--- config.mk ---
export PLATFORM = sky130hd
export DESIGN_NAME = scan_display
export DESIGN_NICKNAME = d
export VERILOG_FILES = /design/src/rtl/scan_pkg.sv /design/src/rtl/scan_edge_sync.sv /design/src/rtl/scan_seq.sv /design/src/rtl/blank_ctl.sv /design/src/rtl/disp_out.sv /design/src/rtl/scan_display.sv
export SDC_FILE = /design/constraint.sdc
export NUM_CORES = 1
export LEC_CHECK = 0
export ABC_AREA = 1
export BUFFER_PORTS_ARGS = -buffer_cell sky130_fd_sc_hd__buf_2
export CORE_ASPECT_RATIO = 0.9
export CORE_MARGIN = 3
export CORE_UTILIZATION = 48
export CTS_CLUSTER_DIAMETER = 100
export DETAILED_ROUTE_END_ITERATION = 8
export GPL_TIMING_DRIVEN = 0
export PLACE_DENSITY = 0.79
export SLEW_MARGIN = 10
export SYNTH_ARGS = -nofsm -noshare
export SYNTH_HDL_FRONTEND = slang
export SYNTH_SLANG_ARGS = --single-unit
--- constraint.sdc ---
create_clock -name clk -period 2.7 [get_ports clk]
set_input_delay 0.405 -clock clk [delete_from_list [all_inputs] [get_ports clk]]
set_output_delay 0.405 -clock clk [all_outputs]
set_load 0.02 [all_outputs]
--- src/rtl/scan_pkg.sv ---
package scan_pkg;

    localparam int BCD_W       = 4;
    localparam int DIGITS_DEF  = 8;
    localparam int SYNC_DEF    = 2;

    typedef enum logic {
        SCAN_IDLE = 1'b0,
        SCAN_RUN  = 1'b1
    } scan_state_e;

    typedef struct packed {
        logic [BCD_W-1:0] bcd;
        logic             blank;
    } disp_t;

    function automatic logic bcd_is_zero(input logic [BCD_W-1:0] d);
        return (d == '0);
    endfunction

endpackage

--- src/rtl/scan_edge_sync.sv ---
module scan_edge_sync
    import scan_pkg::*;
#(
    parameter int STAGES = SYNC_DEF
) (
    input  logic clk,
    input  logic rst,
    input  logic scan_clk_i,
    input  logic scan_rst_i,
    output logic fall_o,
    output logic hold_o
);

    localparam int CLK_TAPS = STAGES + 1;

    logic [CLK_TAPS-1:0] clk_sh;
    logic [STAGES-1:0]   hold_sh;

    always_ff @(posedge clk) begin
        if (rst) begin
            clk_sh  <= '1;
            hold_sh <= '0;
        end else begin
            clk_sh  <= {clk_sh[CLK_TAPS-2:0], scan_clk_i};
            hold_sh <= {hold_sh[STAGES-2:0], scan_rst_i};
        end
    end

    assign fall_o = clk_sh[CLK_TAPS-1] & ~clk_sh[CLK_TAPS-2];
    assign hold_o = hold_sh[STAGES-1];

endmodule

--- src/rtl/scan_seq.sv ---
module scan_seq
    import scan_pkg::*;
#(
    parameter int N_DIGITS = DIGITS_DEF,
    parameter int IDX_W    = $clog2(N_DIGITS)
) (
    input  logic             clk,
    input  logic             rst,
    input  logic             fall_i,
    input  logic             hold_i,
    output logic             upd_o,
    output logic             nxt_run_o,
    output logic [IDX_W-1:0] nxt_pos_o
);

    localparam logic [IDX_W-1:0] TOP_POS = IDX_W'(N_DIGITS - 1);

    scan_state_e      state_q, state_d;
    logic [IDX_W-1:0] pos_q, pos_d;

    always_comb begin
        state_d = state_q;
        pos_d   = pos_q;
        if (hold_i) begin
            state_d = SCAN_IDLE;
            pos_d   = TOP_POS;
        end else if (fall_i) begin
            state_d = SCAN_RUN;
            if (state_q == SCAN_IDLE || pos_q == '0) begin
                pos_d = TOP_POS;
            end else begin
                pos_d = pos_q - 1'b1;
            end
        end
    end

    always_ff @(posedge clk) begin
        if (rst) begin
            state_q <= SCAN_IDLE;
            pos_q   <= TOP_POS;
        end else begin
            state_q <= state_d;
            pos_q   <= pos_d;
        end
    end

    assign upd_o     = hold_i | fall_i;
    assign nxt_run_o = (state_d == SCAN_RUN);
    assign nxt_pos_o = pos_d;

endmodule

--- src/rtl/blank_ctl.sv ---
module blank_ctl
    import scan_pkg::*;
#(
    parameter int N_DIGITS = DIGITS_DEF,
    parameter int IDX_W    = $clog2(N_DIGITS)
) (
    input  logic             clk,
    input  logic             rst,
    input  logic             upd_i,
    input  logic             nxt_run_i,
    input  logic [IDX_W-1:0] nxt_pos_i,
    input  logic [BCD_W-1:0] nxt_digit_i,
    input  logic             dp_i,
    input  logic             ovf_i,
    output logic             blank_nxt_o
);

    localparam logic [IDX_W-1:0] TOP_POS = IDX_W'(N_DIGITS - 1);

    logic sup_q;
    logic armed;
    logic sup_d;

    always_comb begin
        armed       = (nxt_pos_i == TOP_POS) ? 1'b1 : sup_q;
        sup_d       = armed && bcd_is_zero(nxt_digit_i) && !dp_i;
        blank_nxt_o = !nxt_run_i || (sup_d && (nxt_pos_i != '0) && !ovf_i);
    end

    always_ff @(posedge clk) begin
        if (rst) begin
            sup_q <= 1'b1;
        end else if (upd_i) begin
            sup_q <= sup_d;
        end
    end

endmodule

--- src/rtl/disp_out.sv ---
module disp_out
    import scan_pkg::*;
#(
    parameter int N_DIGITS = DIGITS_DEF,
    parameter int IDX_W    = $clog2(N_DIGITS)
) (
    input  logic                clk,
    input  logic                rst,
    input  logic                upd_i,
    input  logic                nxt_run_i,
    input  logic [IDX_W-1:0]    nxt_pos_i,
    input  logic [BCD_W-1:0]    nxt_digit_i,
    input  logic                blank_nxt_i,
    output logic [BCD_W-1:0]    bcd_o,
    output logic [N_DIGITS-1:0] strobe_o,
    output logic                blank_o
);

    disp_t               disp_q, disp_d;
    logic [N_DIGITS-1:0] strb_q, strb_d;

    for (genvar k = 0; k < N_DIGITS; k++) begin : g_strb
        assign strb_d[k] = nxt_run_i && (nxt_pos_i == IDX_W'(k));
    end

    always_comb begin
        disp_d.bcd   = nxt_run_i ? nxt_digit_i : '0;
        disp_d.blank = blank_nxt_i;
    end

    always_ff @(posedge clk) begin
        if (rst) begin
            disp_q.bcd   <= '0;
            disp_q.blank <= 1'b1;
            strb_q       <= '0;
        end else if (upd_i) begin
            disp_q <= disp_d;
            strb_q <= strb_d;
        end
    end

    assign bcd_o    = disp_q.bcd;
    assign blank_o  = disp_q.blank;
    assign strobe_o = strb_q;

endmodule

--- src/rtl/scan_display.sv ---
module scan_display
    import scan_pkg::*;
#(
    parameter int N_DIGITS    = DIGITS_DEF,
    parameter int SYNC_STAGES = SYNC_DEF
) (
    input  logic                      clk,
    input  logic                      rst,
    input  logic                      scan_clk_i,
    input  logic                      scan_rst_i,
    input  logic                      dp_i,
    input  logic                      ovf_i,
    input  logic [N_DIGITS*BCD_W-1:0] digits_i,
    output logic [BCD_W-1:0]          bcd_o,
    output logic [N_DIGITS-1:0]       strobe_o,
    output logic                      blank_o
);

    localparam int IDX_W = (N_DIGITS > 1) ? $clog2(N_DIGITS) : 1;

    logic             fall_s;
    logic             hold_s;
    logic             upd;
    logic             nxt_run;
    logic [IDX_W-1:0] nxt_pos;
    logic [BCD_W-1:0] nxt_digit;
    logic             blank_nxt;
    logic [BCD_W-1:0] dig_arr [N_DIGITS];

    for (genvar k = 0; k < N_DIGITS; k++) begin : g_unpack
        assign dig_arr[k] = digits_i[k*BCD_W +: BCD_W];
    end

    assign nxt_digit = dig_arr[nxt_pos];

    scan_edge_sync #(
        .STAGES (SYNC_STAGES)
    ) u_sync (
        .clk        (clk),
        .rst        (rst),
        .scan_clk_i (scan_clk_i),
        .scan_rst_i (scan_rst_i),
        .fall_o     (fall_s),
        .hold_o     (hold_s)
    );

    scan_seq #(
        .N_DIGITS (N_DIGITS),
        .IDX_W    (IDX_W)
    ) u_seq (
        .clk       (clk),
        .rst       (rst),
        .fall_i    (fall_s),
        .hold_i    (hold_s),
        .upd_o     (upd),
        .nxt_run_o (nxt_run),
        .nxt_pos_o (nxt_pos)
    );

    blank_ctl #(
        .N_DIGITS (N_DIGITS),
        .IDX_W    (IDX_W)
    ) u_blank (
        .clk         (clk),
        .rst         (rst),
        .upd_i       (upd),
        .nxt_run_i   (nxt_run),
        .nxt_pos_i   (nxt_pos),
        .nxt_digit_i (nxt_digit),
        .dp_i        (dp_i),
        .ovf_i       (ovf_i),
        .blank_nxt_o (blank_nxt)
    );

    disp_out #(
        .N_DIGITS (N_DIGITS),
        .IDX_W    (IDX_W)
    ) u_out (
        .clk         (clk),
        .rst         (rst),
        .upd_i       (upd),
        .nxt_run_i   (nxt_run),
        .nxt_pos_i   (nxt_pos),
        .nxt_digit_i (nxt_digit),
        .blank_nxt_i (blank_nxt),
        .bcd_o       (bcd_o),
        .strobe_o    (strobe_o),
        .blank_o     (blank_o)
    );

endmodule

==> results of run 1 <==
cells in the mapped netlist:
master | count | area, um^2
sky130_fd_sc_hd__nand2_1 | 109 | 409
sky130_fd_sc_hd__dfxtp_1 | 23 | 460
sky130_fd_sc_hd__a21oi_1 | 13 | 65.1
sky130_fd_sc_hd__nand3_1 | 13 | 65.1
sky130_fd_sc_hd__inv_1 | 12 | 45.0
sky130_fd_sc_hd__nor2_1 | 12 | 45.0
sky130_fd_sc_hd__nand4_1 | 5 | 31.3
sky130_fd_sc_hd__inv_2 | 4 | 15.0
sky130_fd_sc_hd__clkbuf_1 | 3 | 11.3
sky130_fd_sc_hd__nand2_4 | 3 | 33.8
sky130_fd_sc_hd__nor2_2 | 3 | 18.8
sky130_fd_sc_hd__a21oi_2 | 2 | 17.5
sky130_fd_sc_hd__ha_1 | 2 | 25.0
sky130_fd_sc_hd__nand3_2 | 2 | 20.0
sky130_fd_sc_hd__or2_2 | 2 | 12.5
sky130_fd_sc_hd__a31oi_1 | 1 | 6.26
sky130_fd_sc_hd__buf_2 | 1 | 5.00
sky130_fd_sc_hd__buf_4 | 1 | 7.51
sky130_fd_sc_hd__buf_6 | 1 | 11.3
sky130_fd_sc_hd__nand2_2 | 1 | 6.26
sky130_fd_sc_hd__nor2_4 | 1 | 11.3
sky130_fd_sc_hd__o21ai_0 | 1 | 5.00
sky130_fd_sc_hd__o22ai_2 | 1 | 12.5
layout by cell type, fill, tap and decap left out, drive strengths merged:
cell / count
o21ai: 1
inv: 16
dfxtp: 23
nor2: 16
nand2: 113
or2: 2
ha: 2
clkinv: 1
a21oi: 15
clkbuf: 6
a31oi: 1
nand3: 15
o22ai: 1
nand4: 5
buf: 52
stage by stage:
step                cells  worst slack, ns  hold WS [ns]
floorplan             216            0.769         0.388
global placement      293            0.527         0.398
detailed placement    293            0.514         0.398
CTS                   297            0.475         0.267
global route          297            0.265         0.256
finish                297            0.468         0.272
worst paths after layout:
| kind | end | depth (start not counted) | slack [ns] | startpoint |
|---|---|---|---|---|
| setup / recovery | u_out.blank_o | 17 | 0.47 | u_seq.pos_q[1] |
| hold / removal | u_sync.clk_sh[0] | 2 | 0.27 | scan_clk_i |
| setup reg to reg | u_out.blank_o | 17 | 0.47 | u_seq.pos_q[1] |
| hold reg to reg | u_sync.hold_sh[1] | 2 | 0.41 | u_sync.hold_sh[0] |
critical path, cell delays in order (launching register included):
cell and delay (ns):
sky130_fd_sc_hd__dfxtp_1 0.38, sky130_fd_sc_hd__inv_1 0.09, sky130_fd_sc_hd__ha_1 0.18, sky130_fd_sc_hd__ha_1 0.17
sky130_fd_sc_hd__inv_1 0.12, sky130_fd_sc_hd__nand3_1 0.08, sky130_fd_sc_hd__nand2_1 0.14, sky130_fd_sc_hd__nand3_2 0.13
sky130_fd_sc_hd__buf_4 0.21, sky130_fd_sc_hd__nand2_1 0.07, sky130_fd_sc_hd__nand2_1 0.05, sky130_fd_sc_hd__nand2_1 0.05
sky130_fd_sc_hd__nand2_1 0.05, sky130_fd_sc_hd__nand2_1 0.05, sky130_fd_sc_hd__nand2_1 0.07, sky130_fd_sc_hd__nor2_1 0.14
sky130_fd_sc_hd__nand4_1 0.13, sky130_fd_sc_hd__nand2_1 0.08
power groups by stage:
stage	sequential, W	combinational (W)	clock (W)
5_1_grt	0.000354	0.000120	0.000174
4_1_cts	0.000353	0.000105	0.000159
6_report	0.000352	0.000105	0.000155
3_5_place_dp	0.000360	0.000104	0
2_1_floorplan	0.000364	0.0000604	0
3_3_place_gp	0.000360	0.000103	0
cell families (layout without fill, tap and decap cells):
kind of cell | Yosys count | after routing | synth area share, %
flip-flops | 23 | 23 | 34.4
AND/OR/NAND/NOR | 151 | 151 | 48.7
AO/OA/AOI/OAI | 18 | 18 | 7.94
adder cells (fa/ha/maj) | 2 | 2 | 1.87
buffers and inverters | 22 | 75 | 7.10
state kept, by name, indices dropped and copies added, names as in the netlist:
| register | cells |
|---|---|
| u_out.strobe_o | 8 |
| u_out.bcd_o | 4 |
| u_seq.pos_q | 3 |
| u_sync.clk_sh | 3 |
| u_sync.hold_sh | 2 |
| u_blank.sup_q | 1 |
| u_out.blank_o | 1 |
| u_seq.state_q | 1 |
area by class of cell:
type                       count  area, um^2
buffer                         6        35.0
clock buffer                   3        22.5
clock inverter                 1        5.00
fill                         284         905
inverter                      16        60.1
multi-input combinational    171         785
sequential                    23         460
tap                           28        35.0
timing repair buffer          49         245
per-layer routing:
metal / GRT usage [%] / vias up / routed length (um)
li1: - / 785 / -
met1: 22.8 / 639 / 1480
met2: 31.1 / 37 / 1470
met3: 4.18 / 5 / 188
met4: 3.64 / 0 / 21
met5: 0 / - / 0
==> impl_metrics.json, run 1 <==
{
  "numPortBuffers": 49,
  "postRouteWirelength_um": 3170,
  "netlist-cell-type-count": 23,
  "cts_max_level": 1,
  "fin_worst_skew_ns": 0.00171,
  "die_w_um": 61.7,
  "power_frac_seq_pct": 57.6,
  "syn-num-nets": 256,
  "critical_path_arrival_ns": 2.49,
  "drt-initial-drc-count": 35,
  "pwr-share-comb_pct": 17.1,
  "yosys_warnings": 0,
  "post_drt_via_cell_ratio": 4.94,
  "cp_max_fo": 10,
  "num_io_pins": 51,
  "tritoncts.num_buffers": 3,
  "fmaxAchievable_mhz": 448,
  "floorplan.rows": 17,
  "drc": 0,
  "vdd_ir_drop_max_v": 0.000356,
  "setup.worst_path.end_class": "flop",
  "via_count": 1466,
  "post_synth_instance_area_um2": 1340,
  "dpl.hpwl_um": 2450,
  "initial_utilization_pct": 52.5,
  "grt_pass1_vias": 1200,
  "final_routed_wire_length_divided_by_cell_count_um": 10.7,
  "synth_sequential_area_ratio_pct": 34.4,
  "cts-root-to-sink-buffers": 2,
  "postCtsResizedCells": 0,
  "antenna_cell_count": 0,
  "internal-power_w": 0.000448,
  "placed_cell_area_um2": 1620,
  "ys_ff_latch": 23,
  "grt_max_degree": 14,
  "drv_slew": 0,
  "coreArea_um2": 2550,
  "worst_slew_pin_slew_ns": 0.463,
  "grt_setup_unrepaired": "no",
  "clock_insertion_delay_worst_skew_ns": 0.31,
  "tritoncts": "done",
  "required_ns": 2.96,
  "cts.hold.buffers_added": 0,
  "maxCapViolCount": 0,
  "drt_pass_1_iters": 4,
  "finalHoldViolations": 0,
  "grt_first_pass_wirelength_um": 4890,
  "area_delta_synth_final_pct": 23.0,
  "min-delay-path-class": "in2reg",
  "globalRouteTotalUtil_pct": 18.2,
  "overall_die_area_um2": 3460,
  "setup_violations": 0,
  "total_switching_power_w": 0.000164,
  "grt_antenna_before_repair": 0,
  "run_status": "finished clean",
  "cts_root_buffer": "sky130_fd_sc_hd__clkbuf_4",
  "area_of_all_placed_cells_without_fillers_um2": 1650,
  "design_power_total_w": 0.000612,
  "period_needed_ns": 2.23,
  "power.leakage_nw": 0.924,
  "finalWeightedCongestion": 0.856,
  "slew_limit_headroom_pct": 69.1,
  "cp_launch_type": "flop",
  "chipHeight_um": 56.1,
  "finish.utilization_pct": 64.6,
  "final_antenna_net_count": 0,
  "power_per_cell_area_nw_per_um2": 371,
  "netlist_instances": 216,
  "worstSetupPathType": "reg2reg",
  "totalNegativeSetupSlack_ns": 0,
  "clk_pwr_share_pct": 25.3,
  "cts_setup_buffers": 0,
  "post_synth.cell_area_avg_um2": 6.20,
  "clkSlewWorstSetupHoldPaths_ns": 0.12,
  "period_share_pct": 82.7,
  "numClockSinks": 23,
  "gr_overflow_total": 0,
  "swShare_pct": 26.8,
  "fraction_of_layout_instances_using_a_drive_strength_above_1_pct": 27.9,
  "num-nets-final": 310
}
Power figures use the tool's default switching activity.
==> inputs of run 2 (changes only) <==
ABC_AREA = 0   (was 1)
CORE_UTILIZATION = 44   (was 48)
PLACE_DENSITY = 0.77   (was 0.79)
clock period = 1.9 ns   (was 2.7 ns; I/O delays follow)
==> impl_metrics.json, run 2 <==
{
  "grt_first_pass_wirelength_um": 6510,
  "post_synth_instance_area_um2": 1340,
  "tritoncts": "done",
  "dpl.hpwl_um": 2730,
  "overall_die_area_um2": 3750,
  "cts_max_level": 1,
  "final.setup.worst_slack_ns": -0.518,
  "dp.cells": 232,
  "numPortBuffers": 50,
  "grt_setup_unrepaired": "yes",
  "final_common_cell": "sky130_fd_sc_hd__buf_2",
  "yosys.area.top_type_share_pct": 34.3,
  "clock_insertion_delay_worst_skew_ns": 0.31,
  "drt-initial-drc-count": 91,
  "period_needed_ns": 2.42,
  "finalWeightedCongestion": 0.789,
  "synth-edff-count": 0,
  "netlist-cell-type-count": 51,
  "postRouteWirelength_um": 4460,
  "drc": 0,
  "setup.worst_path.end_class": "flop",
  "power_per_cell_area_nw_per_um2": 444,
  "synth_most_common_cell": "sky130_fd_sc_hd__dfxtp_1",
  "timing.hold.ws_ns": 0.152,
  "fmaxAchievable_mhz": 414,
  "drv_slew": 0,
  "globalRouteTotalUtil_pct": 21.8,
  "maxCapViolCount": 0,
  "vdd_ir_drop_max_v": 0.000331,
  "final_antenna_net_count": 0,
  "yosys_warnings": 0,
  "post_synth.cell_area_avg_um2": 9.45,
  "tritoncts.num_buffers": 3,
  "synthArstFlopShare_pct": 0,
  "netlist_instances": 142,
  "power.leakage_nw": 0.942,
  "finalHoldViolations": 0,
  "min-delay-path-class": "in2reg",
  "synth.largest_area_cell": "sky130_fd_sc_hd__dfxtp_1",
  "synth_sequential_area_ratio_pct": 34.3,
  "mostFrequentLayoutCells": "sky130_fd_sc_hd__buf_2, sky130_fd_sc_hd__buf_4, sky130_fd_sc_hd__dfxtp_1",
  "cts_root_buffer": "sky130_fd_sc_hd__clkbuf_4",
  "fin_worst_skew_ns": 0.0129,
  "numClockSinks": 23,
  "synthFlopType": "sky130_fd_sc_hd__dfxtp_1",
  "critical_path_arrival_ns": 2.66,
  "initial_utilization_pct": 47.3,
  "area_delta_synth_final_pct": 55.5,
  "setup_violations": 10,
  "antenna_cell_count": 0,
  "totalNegativeSetupSlack_ns": -3.41,
  "cp_launch_type": "flop",
  "cp_max_fo": 4,
  "required_ns": 2.14,
  "largest_reg_flops": 8,
  "clkSlewWorstSetupHoldPaths_ns": 0.14,
  "coreArea_um2": 2840,
  "drt_pass_1_iters": 4,
  "worst_slew_pin_slew_ns": 0.505,
  "floorplan.rows": 18,
  "worstSetupPathType": "reg2reg",
  "syn-num-nets": 182,
  "run_status": "finished, violations left",
  "gr_overflow_total": 0,
  "period_share_pct": 127,
  "num_io_pins": 51,
  "post_drt_via_cell_ratio": 5.58,
  "cts.hold.buffers_added": 0,
  "fraction_of_layout_instances_using_a_drive_strength_above_1_pct": 60.5,
  "grt_pass1_vias": 1464,
  "slew_limit_headroom_pct": 66.3,
  "cts-root-to-sink-buffers": 2,
  "grt_max_degree": 14,
  "synth_area_leaders": "sky130_fd_sc_hd__dfxtp_1, sky130_fd_sc_hd__nor2_1, sky130_fd_sc_hd__mux4_1",
  "violations_in_the_final_reports": "negative setup slack",
  "num-nets-final": 264,
  "grt_antenna_before_repair": 0,
  "ys_ff_latch": 23,
  "die_w_um": 64.2,
  "yosys-top-cells-count": "sky130_fd_sc_hd__dfxtp_1, sky130_fd_sc_hd__nor2_1, sky130_fd_sc_hd__nand2_1, sky130_fd_sc_hd__a21oi_1, sky130_fd_sc_hd__or2_2",
  "final_cells": 263,
  "final_routed_wire_length_divided_by_cell_count_um": 17.0,
  "via_count": 1468,
  "chipHeight_um": 58.4
}
run 2: cell types whose count changed in the layout (fill, tap and decap cells not counted), moves of 4 or more:
cell                       change
sky130_fd_sc_hd__or2_2         +4
sky130_fd_sc_hd__buf_6         +8
sky130_fd_sc_hd__a211oi_2      +4
sky130_fd_sc_hd__buf_4        +20
sky130_fd_sc_hd__a21oi_1       -9
sky130_fd_sc_hd__a32oi_1       +4
sky130_fd_sc_hd__and3_1        +5
sky130_fd_sc_hd__nand2_1     -103
sky130_fd_sc_hd__mux2i_1       +4
sky130_fd_sc_hd__nand3_1       -9
sky130_fd_sc_hd__inv_1        -10
run 2: area by class of cell:
class | instances | area, um^2
Buffer | 7 | 50.0
Clock buffer | 3 | 22.5
Clock inverter | 1 | 5.00
Fill cell | 211 | 752
Inverter | 4 | 15.0
Multi-Input combinational cell | 107 | 985
Sequential cell | 23 | 463
Tap cell | 40 | 50.0
Timing Repair Buffer | 78 | 495
run 2: through the flow:
| step | setup WS [ns] | instance area [um^2] | utilization, % | total power [W] |
|---|---|---|---|---|
| 2_1_floorplan | -0.375 | 1380 | - | 0.000599 |
| 3_3_place_gp | -0.592 | 1680 | 59.3 | 0.000654 |
| 3_5_place_dp | -0.639 | 1680 | 59.3 | 0.000660 |
| 4_1_cts | -0.469 | 1940 | 68.3 | 0.000906 |
| 5_1_grt | -0.590 | 2090 | 73.5 | 0.000964 |
| 6_report | -0.518 | 2090 | 73.5 | 0.000925 |
run 2: kinds of logic (layout without fill, tap and decap cells):
family | after synthesis | after routing | share of synthesized area, %
buf+inv | 12 | 93 | 5.41
mux | 7 | 7 | 7.65
compound gates | 36 | 36 | 22.5
flops | 23 | 23 | 34.3
fa+ha+maj | 2 | 2 | 1.87
simple gates | 62 | 62 | 28.3
run 2: timing repair:
| item | 4_1_cts | 5_1_grt |
|---|---|---|
| pin swaps | 16 | 14 |
| setup buffers | 20 | 8 |
| resized for setup | 22 | 18 |
| setup endpoints to repair | 8 | 10 |
| gates cloned | 0 | 0 |
run 2: routing by layer:
| metal | up-vias | global-route usage [%] | routed length [um] |
|---|---|---|---|
| li1 | 691 | - | - |
| met1 | 701 | 27.8 | 1840 |
| met2 | 66 | 37.1 | 2240 |
| met3 | 10 | 3.63 | 307 |
| met4 | 0 | 8.13 | 76 |
| met5 | - | 0 | 0 |
run 2: final timing paths:
check / startpoint / to / slack (ns) / cells after the start
hold / removal: scan_clk_i / u_sync.clk_sh[0] / 0.15 / 2
setup / recovery: u_seq.pos_q[1] / u_blank.sup_q / -0.52 / 10
hold reg to reg: u_sync.clk_sh[0] / u_sync.clk_sh[1] / 0.43 / 1
setup reg to reg: u_seq.pos_q[1] / u_blank.sup_q / -0.52 / 10
run 2: power breakdown:
| group | switching (W) | total, W | internal (W) |
|---|---|---|---|
| combinational | 0.0000917 | 0.000190 | 0.0000984 |
| sequential | 0.00000915 | 0.000505 | 0.000496 |
| clock | 0.000152 | 0.000230 | 0.0000787 |
run 2: critical path, stage by stage (launching register included):
cell and delay [ns]:
sky130_fd_sc_hd__dfxtp_2 0.35, sky130_fd_sc_hd__inv_2 0.08, sky130_fd_sc_hd__ha_4 0.15, sky130_fd_sc_hd__ha_4 0.13
sky130_fd_sc_hd__and2b_4 0.20, sky130_fd_sc_hd__a22o_4 0.27, sky130_fd_sc_hd__or3_4 0.38, sky130_fd_sc_hd__o32ai_4 0.28
sky130_fd_sc_hd__a221o_2 0.19, sky130_fd_sc_hd__nand3_2 0.09, sky130_fd_sc_hd__o31ai_2 0.23
